**src/rtl/bca_pkg.sv**
```systemverilog
package bca_pkg;
    typedef enum logic {
        SRC_STREAM = 1'b0,
        SRC_CPU    = 1'b1
    } src_e;

    localparam int unsigned MIN_EFF_BURST = 8;
endpackage

```
**src/rtl/arb_addr_split.sv**
```systemverilog
module arb_addr_split #(
    parameter int unsigned AW       = 32,
    parameter int unsigned BANK_LSB = 10,
    parameter int unsigned BANK_W   = 3,
    parameter int unsigned ROW_LSB  = 13,
    parameter int unsigned ROW_W    = 14
) (
    input  logic [AW-1:0]     addr,
    output logic [BANK_W-1:0] bank,
    output logic [ROW_W-1:0]  row
);
    always_comb begin
        bank = addr[BANK_LSB +: BANK_W];
        row  = addr[ROW_LSB +: ROW_W];
    end
endmodule

```
**src/rtl/arb_chunk_calc.sv**
```systemverilog
module arb_chunk_calc #(
    parameter int unsigned LW        = 12,
    parameter int unsigned MIN_BURST = 8
) (
    input  logic [LW-1:0] cfg_chunk,
    input  logic [LW-1:0] remaining,
    output logic [LW-1:0] eff_chunk,
    output logic [LW-1:0] piece_len,
    output logic          last_piece
);
    localparam logic [LW-1:0] MIN_L = LW'(MIN_BURST);

    always_comb begin
        eff_chunk  = (cfg_chunk < MIN_L) ? MIN_L : cfg_chunk;
        last_piece = (remaining <= eff_chunk);
        piece_len  = last_piece ? remaining : eff_chunk;
    end
endmodule

```
**src/rtl/arb_defer_ctr.sv**
```systemverilog
module arb_defer_ctr #(
    parameter int unsigned DW = 4
) (
    input  logic          clk,
    input  logic          rst_n,
    input  logic          clear,
    input  logic          bump,
    input  logic [DW-1:0] limit,
    output logic          at_limit
);
    localparam logic [DW-1:0] SAT = {DW{1'b1}};

    logic [DW-1:0] cnt_d, cnt_q;

    always_comb begin
        cnt_d = cnt_q;
        if (clear) begin
            cnt_d = '0;
        end else if (bump && cnt_q != SAT) begin
            cnt_d = cnt_q + 1'b1;
        end
        at_limit = (cnt_q >= limit);
    end

    always_ff @(posedge clk) begin
        if (!rst_n) cnt_q <= '0;
        else        cnt_q <= cnt_d;
    end


    clear_resets_chk: assert property (@(posedge clk) disable iff (!rst_n)
        clear |=> (cnt_q == '0));
endmodule

```
**src/rtl/burst_chop_arb.sv**
```systemverilog
module burst_chop_arb #(
    parameter int unsigned AW       = 32,
    parameter int unsigned LW       = 12,
    parameter int unsigned DW       = 4,
    parameter int unsigned BANK_LSB = 10,
    parameter int unsigned BANK_W   = 3,
    parameter int unsigned ROW_LSB  = 13,
    parameter int unsigned ROW_W    = 14
) (
    input  logic          clk,
    input  logic          rst_n,
    input  logic [LW-1:0] cfg_chunk_words,
    input  logic [DW-1:0] cfg_defer_limit,
    input  logic          strm_req_valid,
    output logic          strm_req_ready,
    input  logic [AW-1:0] strm_req_addr,
    input  logic [LW-1:0] strm_req_len,
    input  logic          cpu_req_valid,
    output logic          cpu_req_ready,
    input  logic [AW-1:0] cpu_req_addr,
    output logic          mem_valid,
    input  logic          mem_ready,
    output logic [AW-1:0] mem_addr,
    output logic [LW-1:0] mem_len,
    output logic          mem_is_cpu
);
    import bca_pkg::*;

    localparam logic [LW-1:0] CPU_LEN = LW'(MIN_EFF_BURST);

    typedef struct packed {
        logic          active;
        logic [LW-1:0] rem;
        logic [AW-1:0] saddr;
        logic          ovalid;
        logic [AW-1:0] oaddr;
        logic [LW-1:0] olen;
        src_e          osrc;
    } st_t;

    st_t st_d, st_q;

    logic [BANK_W-1:0] s_bank, c_bank;
    logic [ROW_W-1:0]  s_row, c_row;
    logic [LW-1:0]     eff_chunk, piece_len;
    logic              last_piece;
    logic              at_limit, slot_free, conflict, cpu_go, strm_go, bump;

    arb_addr_split #(.AW(AW), .BANK_LSB(BANK_LSB), .BANK_W(BANK_W),
                     .ROW_LSB(ROW_LSB), .ROW_W(ROW_W)) u_split_strm (
        .addr(st_q.saddr), .bank(s_bank), .row(s_row));

    arb_addr_split #(.AW(AW), .BANK_LSB(BANK_LSB), .BANK_W(BANK_W),
                     .ROW_LSB(ROW_LSB), .ROW_W(ROW_W)) u_split_cpu (
        .addr(cpu_req_addr), .bank(c_bank), .row(c_row));

    arb_chunk_calc #(.LW(LW), .MIN_BURST(MIN_EFF_BURST)) u_chunk (
        .cfg_chunk(cfg_chunk_words), .remaining(st_q.rem),
        .eff_chunk(eff_chunk), .piece_len(piece_len), .last_piece(last_piece));

    arb_defer_ctr #(.DW(DW)) u_defer (
        .clk(clk), .rst_n(rst_n), .clear(cpu_go), .bump(bump),
        .limit(cfg_defer_limit), .at_limit(at_limit));

    always_comb begin
        st_d      = st_q;
        slot_free = !st_q.ovalid || mem_ready;
        conflict  = st_q.active && (c_bank == s_bank) && (c_row != s_row);
        cpu_go    = slot_free && cpu_req_valid && (!conflict || at_limit);
        strm_go   = slot_free && !cpu_go && st_q.active;
        bump      = strm_go && cpu_req_valid;

        if (slot_free) st_d.ovalid = 1'b0;

        if (cpu_go) begin
            st_d.ovalid = 1'b1;
            st_d.oaddr  = cpu_req_addr;
            st_d.olen   = CPU_LEN;
            st_d.osrc   = SRC_CPU;
        end else if (strm_go) begin
            st_d.ovalid = 1'b1;
            st_d.oaddr  = st_q.saddr;
            st_d.olen   = piece_len;
            st_d.osrc   = SRC_STREAM;
            st_d.saddr  = st_q.saddr + AW'(piece_len);
            st_d.rem    = st_q.rem - piece_len;
            if (last_piece) st_d.active = 1'b0;
        end

        if (!st_q.active && strm_req_valid) begin
            st_d.active = (strm_req_len != '0);
            st_d.rem    = strm_req_len;
            st_d.saddr  = strm_req_addr;
        end

        strm_req_ready = !st_q.active;
        cpu_req_ready  = cpu_go;
        mem_valid      = st_q.ovalid;
        mem_addr       = st_q.oaddr;
        mem_len        = st_q.olen;
        mem_is_cpu     = (st_q.osrc == SRC_CPU);
    end

    always_ff @(posedge clk) begin
        if (!rst_n) begin
            st_q <= '{active: 1'b0, rem: '0, saddr: '0, ovalid: 1'b0,
                      oaddr: '0, olen: '0, osrc: SRC_STREAM};
        end else begin
            st_q <= st_d;
        end
    end


    stall_hold_chk: assert property (@(posedge clk) disable iff (!rst_n)
        (mem_valid && !mem_ready) |=> (mem_valid && $stable(mem_addr)
                                       && $stable(mem_len) && $stable(mem_is_cpu)));


    no_cpu_in_stall_chk: assert property (@(posedge clk) disable iff (!rst_n)
        (mem_valid && !mem_ready) |-> !cpu_req_ready);


    cpu_cmd_follows_chk: assert property (@(posedge clk) disable iff (!rst_n)
        (cpu_req_valid && cpu_req_ready) |=> (mem_valid && mem_is_cpu
                                              && mem_len == CPU_LEN));


    strm_len_nonzero_chk: assert property (@(posedge clk) disable iff (!rst_n)
        (mem_valid && !mem_is_cpu) |-> (mem_len != '0));


    limit_grants_chk: assert property (@(posedge clk) disable iff (!rst_n)
        (cpu_req_valid && at_limit && (!mem_valid || mem_ready)) |-> cpu_req_ready);


    zero_len_ignored_chk: assert property (@(posedge clk) disable iff (!rst_n)
        (strm_req_valid && strm_req_ready && strm_req_len == '0) |=> strm_req_ready);
endmodule

```
**config.mk**
```make
export PLATFORM = sky130hd
export DESIGN_NAME = burst_chop_arb
export DESIGN_NICKNAME = d
export VERILOG_FILES = /design/src/rtl/bca_pkg.sv /design/src/rtl/arb_addr_split.sv /design/src/rtl/arb_chunk_calc.sv /design/src/rtl/arb_defer_ctr.sv /design/src/rtl/burst_chop_arb.sv
export SDC_FILE = /design/constraint.sdc
export NUM_CORES = 1
export LEC_CHECK = 0
export ABC_AREA = 1
export CAP_MARGIN = 20
export CORE_MARGIN = 1
export CORE_UTILIZATION = 33
export DETAILED_ROUTE_END_ITERATION = 10
export PLACE_DENSITY_LB_ADDON = 0.2
export SYNTH_ARGS = -nofsm -noshare
export SYNTH_HDL_FRONTEND = slang
export SYNTH_HIERARCHICAL = 1
export SYNTH_SLANG_ARGS = --single-unit
```
**constraint.sdc**
```tcl
create_clock -name clk -period 3.66 [get_ports clk]
set_clock_uncertainty 0.1 [all_clocks]
set_input_delay 0.732 -clock clk [delete_from_list [all_inputs] [get_ports clk]]
set_output_delay 0.732 -clock clk [all_outputs]
set_load 0.01 [all_outputs]
```
Word-level counts from Yosys, hierarchy flattened
Cells that the tools add are included.
{"block": "totals", "out_inout_bits": 48, "input_bits": 97, "regBits": 95}
{"block": "classes", "n_mux": 8, "magnitude_cmp": 3, "n_bitwise": 1, "n_reduce_logical": 23, "eq_ne": 4, "n_addsub": 3}
{"op": "two-way mux 91 bit", "n": 1}
{"op": "two-way mux 45 bit", "n": 2}
{"op": "two-way mux 46 bit", "n": 1}
{"op": "adder 32 x 12 -> 32 bit", "n": 1}
{"op": "two-way mux 12 bit", "n": 2}
{"op": "!= test 14 bit", "n": 1}
{"op": "<= comparator 12 bit", "n": 1}
{"op": "less-than comparator 12 x 4 -> 1 bit, second input constant", "n": 1}
{"op": "nonzero test 12 bit", "n": 1}
{"op": "subtractor 12 bit", "n": 1}
{"op": "logical AND 1 bit", "n": 9}
{"op": "nonzero test 2 bit", "n": 3}
{"op": "adder 4 x 1 -> 4 bit, second input constant", "n": 1}
{"op": ">= comparator 4 bit", "n": 1}
{"op": "logical NOT 1 bit", "n": 4}
{"op": "!= test 4 bit, second input constant", "n": 1}
{"op": "equality test 3 bit", "n": 1}
{"op": "AND reduction 3 bit", "n": 1}
{"op": "nonzero test 3 bit", "n": 1}
{"op": "logical OR 1 bit", "n": 2}
{"op": "two-way mux 1 bit", "n": 2}
{"op": "!= test 2 x 1 -> 1 bit, second input constant", "n": 1}
{"op": "AND reduction 2 bit", "n": 1}
{"op": "OR reduction 2 bit", "n": 1}
{"op": "NOT 1 bit", "n": 1}

Logic depth before layout (Yosys ltp)
Gate-level depths: netlist (run 1).
{"block": "logic_depth", "depth_word": 12, "mapped_depth": 33, "depth_no_buf": 33}

Modules after synthesis
The synthesis (run 1) kept the hierarchy.
{"module": "burst_chop_arb", "cells_per_inst": 1267, "area_per_inst_um2": 7334.5, "instances": 1}
{"module": "arb_chunk_calc", "cells_per_inst": 119, "area_per_inst_um2": 669.4, "instances": 1}
{"module": "arb_defer_ctr", "cells_per_inst": 44, "area_per_inst_um2": 324.1, "instances": 1}
{"module": "arb_addr_split", "cells_per_inst": 17, "area_per_inst_um2": 127.6, "instances": 2}

Worst setup path after synthesis (run 1)
OpenSTA, ideal clock, no wires.
{"block": "synth_path", "kind": "input-to-reg", "startpoint": "input cfg_chunk_words[3]", "endpoint": "register st_q[74] (netlist name)", "t_arrival_ns": 3.649, "setup_ns": 0.110, "slack_ns": -0.199, "cell_stages": 31, "path_buffers": 0, "cell_sequence": "inv_1 -> nand3_1 -> nor3_2 -> inv_1 -> nand2_1 -> inv_1 -> ha_1 -> nand2_1 -> inv_1 -> nand2_1 -> nand2_1 -> nand2_2 -> nand3_4 -> nand2_4 -> nand2_1 -> nand2_1 -> ha_1 -> inv_1 -> fa_1 -> inv_1 -> nand3_1 -> nand3_1 -> nand3_1 -> nand3_1 -> nand3_1 -> nand2_1 -> inv_1 -> nand3_1 -> nand3_1 -> nand2_1 -> inv_1"}
{"block": "synth_between", "elab_chain_len": 8}
{"element": "start, declared", "line": "burst_chop_arb.sv:12", "source": "input logic [LW-1:0] cfg_chunk_words,"}
{"element": "less-than comparator 12 x 4 -> 1 bit", "line": "arb_chunk_calc.sv:14", "source": "eff_chunk = (cfg_chunk < MIN_L) ? MIN_L : cfg_chunk;"}
{"element": "two-way mux 12 bit *", "line": "arb_chunk_calc.sv:14"}
{"element": "named net eff_chunk[3]", "line": "burst_chop_arb.sv:45", "source": "logic [LW-1:0] eff_chunk, piece_len;"}
{"element": "<= comparator 12 bit *", "line": "arb_chunk_calc.sv:15", "source": "last_piece = (remaining <= eff_chunk);"}
{"element": "two-way mux 12 bit *", "line": "arb_chunk_calc.sv:16", "source": "piece_len = last_piece ? remaining : eff_chunk;"}
{"element": "named net piece_len[0]", "line": "burst_chop_arb.sv:45"}
{"element": "adder 32 x 12 -> 32 bit *", "line": "burst_chop_arb.sv:85", "source": "st_d.saddr = st_q.saddr + AW'(piece_len);"}
{"element": "two-way mux 91 bit *", "line": "burst_chop_arb.sv:80", "source": "end else if (strm_go) begin"}
{"element": "two-way mux 45 bit *", "line": "burst_chop_arb.sv:75", "source": "if (cpu_go) begin"}
{"element": "two-way mux 45 bit *", "line": "burst_chop_arb.sv:90", "source": "if (!st_q.active && strm_req_valid) begin"}
{"element": "end signal, assigned", "line": "burst_chop_arb.sv:106", "source": "st_q <= '{active: 1'b0, rem: '0, saddr: '0, ovalid: 1'b0,"}
{"element": "end signal, assigned", "line": "burst_chop_arb.sv:109", "source": "st_q <= st_d;"}
{"element": "end, declared", "line": "burst_chop_arb.sv:41", "source": "st_t st_d, st_q;"}
Mark *: on every way through the listed nets, which the timed path passes. The rest lies on a longest branch. The select of a mux whose other input is x is not followed.
A chain may end at the register's enable or synchronous reset.

Final worst setup path (run 1)
{"block": "layout_path", "startpoint": "input cfg_chunk_words[1]", "endpoint": "register st_q[62] (netlist name)"}
{"block": "layout_between", "elab_chain_len": 8}
{"element": "less-than comparator 12 x 4 -> 1 bit", "line": "arb_chunk_calc.sv:14"}
{"element": "two-way mux 12 bit *", "line": "arb_chunk_calc.sv:14"}
{"element": "named net eff_chunk[1]", "line": "burst_chop_arb.sv:45"}
{"element": "<= comparator 12 bit *", "line": "arb_chunk_calc.sv:15"}
{"element": "named net last_piece", "line": "burst_chop_arb.sv:46", "source": "logic last_piece;"}
{"element": "two-way mux 12 bit *", "line": "arb_chunk_calc.sv:16"}
{"element": "named net piece_len[0]", "line": "burst_chop_arb.sv:45"}
{"element": "adder 32 x 12 -> 32 bit *", "line": "burst_chop_arb.sv:85"}
{"element": "two-way mux 91 bit *", "line": "burst_chop_arb.sv:80"}
{"element": "two-way mux 45 bit *", "line": "burst_chop_arb.sv:75"}
{"element": "two-way mux 45 bit *", "line": "burst_chop_arb.sv:90"}
Marked as above.

==> flow_summary.json, run 1 <==
{
  "area_delta_synth_final_pct": 42.6,
  "antenna_left": 0,
  "cts_hold_buf": 0,
  "antenna_found_initial": 0,
  "dp_slack_ps": -1200,
  "stdcell_area_sq_mm": 0.0122,
  "post_dp_cell_area_sq_mm": 0.0105,
  "drc": 0,
  "p_per_area_mw_per_mm2": 357,
  "status": "finished, violations left",
  "drive_above_1_share_pct": 25.8,
  "core_sq_mm": 0.0253,
  "seq_area_sq_mm": 0.00190,
  "cts_tree": "built",
  "cp-start-kind": "input pin",
  "min_path_type": "reg2reg",
  "final-setup-viol-count": 20,
  "max_freq_mhz": 264,
  "arrival_ps": 3950,
  "start_util_pct": 33.8,
  "max_slew_margin_pct": 37.7,
  "die_area_sq_mm": 0.0266,
  "path_max_fanout": 6,
  "routed_wl_mm": 31.8,
  "cp_common_cell": "nand2_1",
  "num_vias": 9602,
  "dp_cells": 1897,
  "fin_ws_ps": -130,
  "path_class": "in2reg",
  "cp_top_family": "simple AND/OR/NAND/NOR gates",
  "maxCapViolCount": 0,
  "slowest_stage": "clkdlybuf4s50_1",
  "hold_viol_final": 0,
  "grt_max_degree": 78,
  "numCtsBuffers": 9,
  "worstMarginPinSlew_ps": 934,
  "drt_iter0_markers": 810,
  "power_leakage_nw": 5.98,
  "avgSynthCellArea_sq_um": 5.87,
  "num-nets-final": 1762,
  "chipHeight_um": 163,
  "cts_sinks": 95,
  "final_cells": 1958,
  "grt_pass1_wl_mm": 48.1,
  "firstDrtPassIters": 5,
  "fillers": 2599,
  "fin_crit_sh_pct": 104,
  "multiInputGateArea_sq_mm": 0.00604,
  "clock_latency_ps": 360,
  "cp_data_required_time_ps": 3820,
  "port_buffers": 144,
  "violations": "negative setup slack",
  "ctsRootBufferMaster": "clkbuf_16",
  "worst-path-buf-inv": 8,
  "finalMaxSlewViolations": 0,
  "syn-num-nets": 1595,
  "worst_ir_drop_vdd_mv": 0.225,
  "slowest_delay_ps": 460,
  "clk_pin_slew_worst_paths_ps": 70,
  "ys.warnings.count": 6,
  "rsz0062_at_grt": "yes",
  "grt_pass1_vias": 8748,
  "io_pins": 145,
  "ctsLongestPathBuffers": 2,
  "drt-vias-per-instance": 4.90,
  "drt-wirelength-per-cell_um": 16.2,
  "synth_area_sq_mm": 0.00855,
  "fin_util_pct": 48.2,
  "hpwl_mm": 22.8,
  "syn_inst": 1456,
  "cts_htree_levels": 3,
  "place_congestion": 0.881,
  "grt_remaining_overflow": 0,
  "num_rows": 58,
  "fp.dieW_um": 163,
  "fin_crit_ps": 3790,
  "end_kind": "flop",
  "grt_usage_pct": 23.5,
  "diodes": 0
}
[layer usage]
layer / GRT usage, % / up-vias / wire [um]
li1: - / 4834 / -
met1: 34.9 / 4388 / 15300
met2: 35.1 / 337 / 13600
met3: 2.85 / 43 / 2220
met4: 7.14 / 0 / 705
met5: 0 / - / 0
[worst paths after layout]
path	from	endpoint	slack, ps	cells past startpoint
max	cfg_chunk_words[1]	st_q[62]	-130	30
max reg2reg	st_q[87]	st_q[62]	50	24
min reg2reg	mem_len[11]	mem_len[11]	370	2
min	mem_len[11]	mem_len[11]	370	2
[cells in the final DEF, fill, tap and decap left out, drive strengths merged, types with 2 or more instances in the layout]
| cell | instances |
|---|---|
| dfxtp | 95 |
| clkdlybuf4s50 | 133 |
| nand4 | 58 |
| nand3 | 211 |
| nor3 | 13 |
| and2 | 3 |
| xnor2 | 8 |
| or2 | 2 |
| o21ai | 9 |
| nor4 | 2 |
| a21oi | 53 |
| inv | 244 |
| ha | 40 |
| clkinv | 3 |
| fa | 2 |
| clkbuf | 12 |
| xor2 | 8 |
| nand3b | 12 |
| nor2 | 127 |
| nand2 | 433 |
| buf | 155 |
[what timing repair did]
action	4_1_cts	5_1_grt
cloned	3	0
endpoints found under the hold margin	0	0
pin swaps	64	101
setup endpoints to repair	43	40
resized for setup	155	152
buffers inserted	18	24
[cell type report]
| class | count | area share (%) |
|---|---|---|
| well taps | 330 | 3.39 |
| clock buffers | 11 | 1.91 |
| flip-flops and latches | 95 | 15.6 |
| multi-input cells | 985 | 49.5 |
| inverters | 243 | 7.72 |
| clock inverters | 5 | 0.472 |
| repair buffers | 289 | 21.4 |
[stage by stage]
| step | setup TNS, ps | total power, mW | hold WS [ps] |
|---|---|---|---|
| after CTS | -274 | 4.04 | 369 |
| after global placement | -39800 | 2.86 | 354 |
| after detailed placement | -44240 | 2.87 | 358 |
| after floorplan | -24.0 | 2.24 | 342 |
| final | -906 | 4.35 | 366 |
| after global routing | -7390 | 4.61 | 396 |
[registers in the layout, summed over array words and instances, names as in the netlist]
| signal | flops |
|---|---|
| mem_len | 12 |
| mem_valid | 1 |
| st_q | 45 |
| mem_is_cpu | 1 |
| u_defer/cnt_q | 4 |
| mem_addr | 32 |
[worst reg2reg max path, delay by kind of cell, from the launching register on]
family / cells / cell delay, ps
AND/OR/NAND/NOR: 15 / 1530
adder cells (fa/ha/maj): 3 / 820
flip-flops: 1 / 520
buffers and inverters: 5 / 280
AO/OA/AOI/OAI: 1 / 250
[power by group]
group | total [mW] | switching [mW] | leakage (nW) | internal, mW
Clock | 1.01 | 0.471 | 0.144 | 0.534
Sequential | 1.22 | 0.111 | 0.780 | 1.11
Combinational | 2.13 | 1.13 | 5.05 | 0.995
Total | 4.35 | 1.72 | 5.98 | 2.64
No activity file was read; power rests on OpenSTA's default activity.
==> run 2, diff against run 1 <==
clock period = 4 ns   (was 3.66 ns; I/O delays follow)
==> run 2 against run 1 <==
  * Flip-flop and latch count did not move
  * Critical path depth did not move
  * Sequential share of layout area rose by 0.70 points
  * Routed wire length fell by 6.2%
  * Final cell count fell by 0.72%
  * Non-clock buffer count fell by 11
  * First-iteration DRC count fell by 15%
  * Combinational power fell by 16%
  * Register-to-register slack improved by 570 ps
  * Worst hold slack barely moved
  * The flow now finishes without violations
  * Die area did not move
==> flow_summary.json, run 2 (synthesized netlist as in run 1, its figures left out) <==
{
  "fp.dieW_um": 163,
  "core_sq_mm": 0.0253,
  "reg2reg_depth": 21,
  "cp-start-kind": "input pin",
  "drt_iter0_markers": 685,
  "reg2reg_from": "st_q[87]",
  "grt_pass1_wl_mm": 46.2,
  "firstDrtPassIters": 5,
  "drc": 0,
  "p_per_area_mw_per_mm2": 328,
  "hpwl_mm": 21.8,
  "fin_crit_ps": 3820,
  "grt_remaining_overflow": 0,
  "max_freq_mhz": 262,
  "largest_reg_flops": 45,
  "min_to": "mem_is_cpu",
  "cp_data_required_time_ps": 4190,
  "worst_ir_drop_vdd_mv": 0.202,
  "end_kind": "flop",
  "grt_usage_pct": 22.3,
  "layout_commonest_cell": "nand2_1",
  "clock_latency_ps": 360,
  "path_max_fanout": 6,
  "top_register": "st_q",
  "drt-vias-per-instance": 4.79,
  "finalMaxSlewViolations": 0,
  "max_slew_margin_pct": 36.4,
  "post_dp_cell_area_sq_mm": 0.0104,
  "chipHeight_um": 163,
  "reg2reg_slack_ps": 620,
  "grt_max_degree": 78,
  "routed_wl_mm": 29.8,
  "area_delta_synth_final_pct": 36.5,
  "port_buffers": 144,
  "antenna_left": 0,
  "cp_common_cell": "nand2_1",
  "start_util_pct": 33.8,
  "numCtsBuffers": 9,
  "hold_ws_ps": 365,
  "ctsLongestPathBuffers": 2,
  "most-common-layout-cells": "nand2_1, inv_1, nand3_1",
  "clk_pin_slew_worst_paths_ps": 70,
  "slowest_delay_ps": 300,
  "die_area_sq_mm": 0.0266,
  "io_pins": 145,
  "diodes": 0,
  "ctsRootBufferMaster": "clkbuf_16",
  "num_vias": 9321,
  "fin_crit_sh_pct": 95.4,
  "cts_sinks": 95,
  "cts_htree_levels": 3,
  "num-nets-final": 1749,
  "stdcell_area_sq_mm": 0.0117,
  "min_from": "mem_is_cpu",
  "cts_tree": "built",
  "worstMarginPinSlew_ps": 953,
  "place_congestion": 0.914,
  "drive_above_1_share_pct": 21.6,
  "worst-path-buf-inv": 9,
  "min_path_type": "reg2reg",
  "path_class": "in2reg",
  "maxCapViolCount": 0,
  "cp_top_family": "simple AND/OR/NAND/NOR gates",
  "hold_depth": 2,
  "slowest_stage": "ha_4",
  "arrival_ps": 4010,
  "status": "finished clean",
  "power_leakage_nw": 5.77,
  "r2r-end": "st_q[54]",
  "grt_pass1_vias": 8669,
  "antenna_found_initial": 0,
  "hold_viol_final": 0,
  "final-setup-viol-count": 0,
  "drt-wirelength-per-cell_um": 15.3,
  "num_rows": 58
}
-- run 2: changes by cell type in the layout (fill, tap and decap cells not counted), sizes merged --
cell / before / now
dlymetal6s2s: 0 / 1
clkdlybuf4s50: 133 / 132
nand3: 211 / 210
dlygate4sd2: 0 / 1
inv: 244 / 245
clkinv: 3 / 2
nand4: 58 / 57
clkbuf: 12 / 20
buf: 155 / 134
-- run 2: how the worst max path moves through the flow --
stage                       start  endpoint  slack, ps  cells past startpoint
2_1_floorplan  cfg_chunk_words[3]  st_q[74]         70                     31
3_3_place_gp   cfg_chunk_words[5]  st_q[60]       -660                     31
3_5_place_dp   cfg_chunk_words[7]  st_q[60]       -700                     32
4_1_cts        cfg_chunk_words[9]  st_q[54]         20                     30
5_1_grt        cfg_chunk_words[9]  st_q[56]        -30                     31
6_report       cfg_chunk_words[9]  st_q[54]        180                     30
-- run 2: worst reg2reg max path, cell delays in order (launching register included) --
cell     delay [ps]
dfxtp_1         460
ha_1            300
a21oi_1         170
nor2_1           70
nor2_1          200
nand3_4         200
buf_12          190
nand3_1          90
nand2_2          90
ha_4            300
nand2_2          70
buf_4           140
inv_1            50
nand2_1          60
nand2_2          70
inv_1            70
nand2_4          90
xor2_2          200
nand4_1         130
nand2_1         100
inv_1            40
a21oi_1         120
-- run 2: layer usage --
| metal | part of all wire (%) | global-route usage (%) |
|---|---|---|
| met4 | 1.6 | 6.24 |
| met5 | 0 | 0 |
| met2 | 44 | 34.2 |
| met3 | 5.6 | 2.50 |
| met1 | 49 | 32.5 |
-- run 2: area by class of cell --
| type | instances | area (sq um) |
|---|---|---|
| well taps | 330 | 413 |
| fillers | 2662 | 13700 |
| inverters | 243 | 912 |
| clock inverters | 5 | 57.6 |
| flip-flops and latches | 95 | 1900 |
| repair buffers | 278 | 2480 |
| multi-input cells | 983 | 5670 |
| clock buffers | 10 | 229 |
-- run 2: repair_timing --
action                     CTS  global route
hold buffers                 0             0
gates cloned                 1             1
buffers inserted             9            10
setup endpoints to repair   38            38
resized for setup           94           136
pin swaps                   25            69
-- run 2: stage by stage --
step | setup slack (ps) | power [mW] | TNS, ps | util [%] | cells
after floorplan | 73.2 | 2.01 | 0 | - | 1456
after CTS | 20.1 | 3.62 | 0 | 44.2 | 1933
after detailed placement | -700 | 2.56 | -22190 | 41.1 | 1908
final | 183 | 3.82 | 0 | 46.1 | 1944
after global placement | -663 | 2.56 | -20590 | 41.1 | 1908
after global routing | -32.8 | 4.06 | -104 | 46.1 | 1944
-- run 2: where the power goes --
part           internal (mW)  switching [mW]  leakage, nW
Clock                  0.486           0.435        0.143
Sequential              1.02           0.106        0.780
Combinational          0.828           0.952         4.84
Total                   2.33            1.49         5.77
==> run 3, diff against run 2 <==
CORE_MARGIN = 3   (was 1)
CORE_UTILIZATION = 35   (was 33)
==> run 3 against run 2 <==
  * Sequential power hardly changed
  * Die area decreased by 0.82%
  * Setup slack got worse by 16 ps
  * Sequential share of layout area is 0.16 points higher
  * Critical path depth fell by 2
  * Routed wire length grew 0.72%
  * Core utilization is 2.6 points higher
  * Critical path type unchanged
  * Largest cell class unchanged
==> flow_summary.json, run 3 (synthesized netlist as in run 1, its figures left out) <==
{
  "status": "finished clean",
  "routed_wl_mm": 30.0,
  "num-nets-final": 1737,
  "num_vias": 9318,
  "ctsLongestPathBuffers": 2,
  "place_congestion": 0.937,
  "r2r-end": "st_q[70]",
  "final-setup-viol-count": 0,
  "ctsRootBufferMaster": "clkbuf_16",
  "start_util_pct": 36.0,
  "grt_max_degree": 78,
  "cts_sinks": 95,
  "reg2reg_slack_ps": 470,
  "maxCapViolCount": 0,
  "final_cells": 1922,
  "finalMaxSlewViolations": 0,
  "cp_data_required_time_ps": 4160,
  "end_kind": "flop",
  "diodes": 0,
  "dr_wl_met3_mm": 1.87,
  "hold_viol_final": 0,
  "fp.dieW_um": 162,
  "fin_crit_ps": 3830,
  "cp_common_cell": "nand2_1",
  "most-common-layout-cells": "nand2_1, inv_1, nand3_1",
  "fillers": 2444,
  "routed-wl-met2_mm": 13.2,
  "slowest_delay_ps": 460,
  "num_rows": 56,
  "p_total_mw": 3.75,
  "arrival_ps": 4000,
  "cts_hold_buf": 0,
  "max_slew_margin_pct": 37.7,
  "drive_above_1_share_pct": 20.0,
  "antenna_found_initial": 0,
  "cp-start-kind": "input pin",
  "chipHeight_um": 162,
  "slowest_stage": "clkdlybuf4s50_1",
  "p_per_area_mw_per_mm2": 324,
  "port_buffers": 144,
  "die_area_sq_mm": 0.0263,
  "drt_iter0_markers": 774,
  "min_path_type": "reg2reg",
  "worstMarginPinSlew_ps": 934,
  "fin_ws_ps": 167,
  "cp-startpoint": "cfg_chunk_words[1]",
  "cts_htree_levels": 3,
  "antenna_left": 0,
  "grt_usage_pct": 22.0,
  "dp_cells": 1885,
  "power_leakage_nw": 5.75,
  "path_max_fanout": 6,
  "crit_end": "st_q[70]",
  "drt-vias-per-instance": 4.85,
  "grt_pass1_wl_mm": 46.1,
  "layout_commonest_cell": "nand2_1",
  "area_delta_synth_final_pct": 35.1,
  "largest_reg_flops": 45,
  "worst_ir_drop_vdd_mv": 0.238,
  "reg2reg_depth": 22,
  "grt_remaining_overflow": 0,
  "top_layer": "met4",
  "reg2reg_from": "st_q[87]",
  "hpwl_mm": 21.6,
  "grt_pass1_vias": 8433,
  "wl_met1_mm": 14.7,
  "firstDrtPassIters": 5,
  "top_register": "st_q",
  "core_sq_mm": 0.0238,
  "path_class": "in2reg",
  "fin_util_pct": 48.7,
  "dp_slack_ps": -741,
  "drt-wirelength-per-cell_um": 15.6,
  "cts_tree": "built",
  "clk_pin_slew_worst_paths_ps": 70,
  "io_pins": 145,
  "drc": 0,
  "max_freq_mhz": 261,
  "numCtsBuffers": 9,
  "clock_latency_ps": 360,
  "fin_crit_sh_pct": 95.8
}
-- run 3: changes by cell type in the layout (fill, tap and decap cells not counted), moves of 3 or more --
cell     before  now
buf_4       122  108
a21oi_2      11    8
nand2_1     362  370
nand2_2      59   45
nand2_4      11   16
-- run 3: layer usage --
layer	vias up	GRT usage [%]
li1	4780	-
met1	4265	33.0
met2	258	33.5
met3	15	3.03
met4	0	4.96
met5	-	0
-- run 3: critical path, delay by kind of cell --
kind / cells / cell delay (ps)
adder cells (fa/ha/maj): 2 / 530
buffers and inverters: 6 / 850
AND/OR/NAND/NOR: 20 / 1810
-- run 3: layout make-up --
cell class                 count  area [sq um]  area share (%)
multi-input combinational    984          5660            49.0
timing repair buffer         265          2380            20.6
sequential                    95          1900            16.5
inverter                     243           912            7.89
tap                          319           399            3.45
clock buffer                  11           233            2.01
clock inverter                 5          63.8           0.552
-- run 3: power by group --
part	switching, mW	internal [mW]	leakage [nW]
registers	0.104	1.02	0.780
clock network	0.425	0.492	0.141
logic	0.921	0.792	4.82
-- run 3: what timing repair did --
action	CTS	global route
endpoints found under the setup margin	40	39
cloned	2	0
resized for setup	88	133
setup buffers	4	15
pin swaps	21	64
endpoints found under the hold margin	0	0
-- run 3: per-stage QoR --
| stage | setup TNS, ps | hold slack [ps] | area (sq um) |
|---|---|---|---|
| final | 0 | 364 | 11600 |
| after global routing | -127 | 382 | 11600 |
| after detailed placement | -25180 | 357 | 10300 |
| after CTS | 0 | 368 | 11000 |
| after global placement | -23570 | 353 | 10300 |
| after floorplan | 0 | 342 | 8550 |
-- run 3: worst min-delay path by stage --
| stage | startpoint | slack, ps | end | cells after the start |
|---|---|---|---|---|
| 2_1_floorplan | mem_len[11] | 340 | mem_len[11] | 2 |
| 3_3_place_gp | mem_len[9] | 350 | mem_len[9] | 2 |
| 3_5_place_dp | mem_len[9] | 360 | mem_len[9] | 2 |
| 4_1_cts | mem_len[9] | 370 | mem_len[9] | 2 |
| 5_1_grt | mem_len[10] | 380 | mem_len[10] | 2 |
| 6_report | mem_len[9] | 360 | mem_len[9] | 2 |
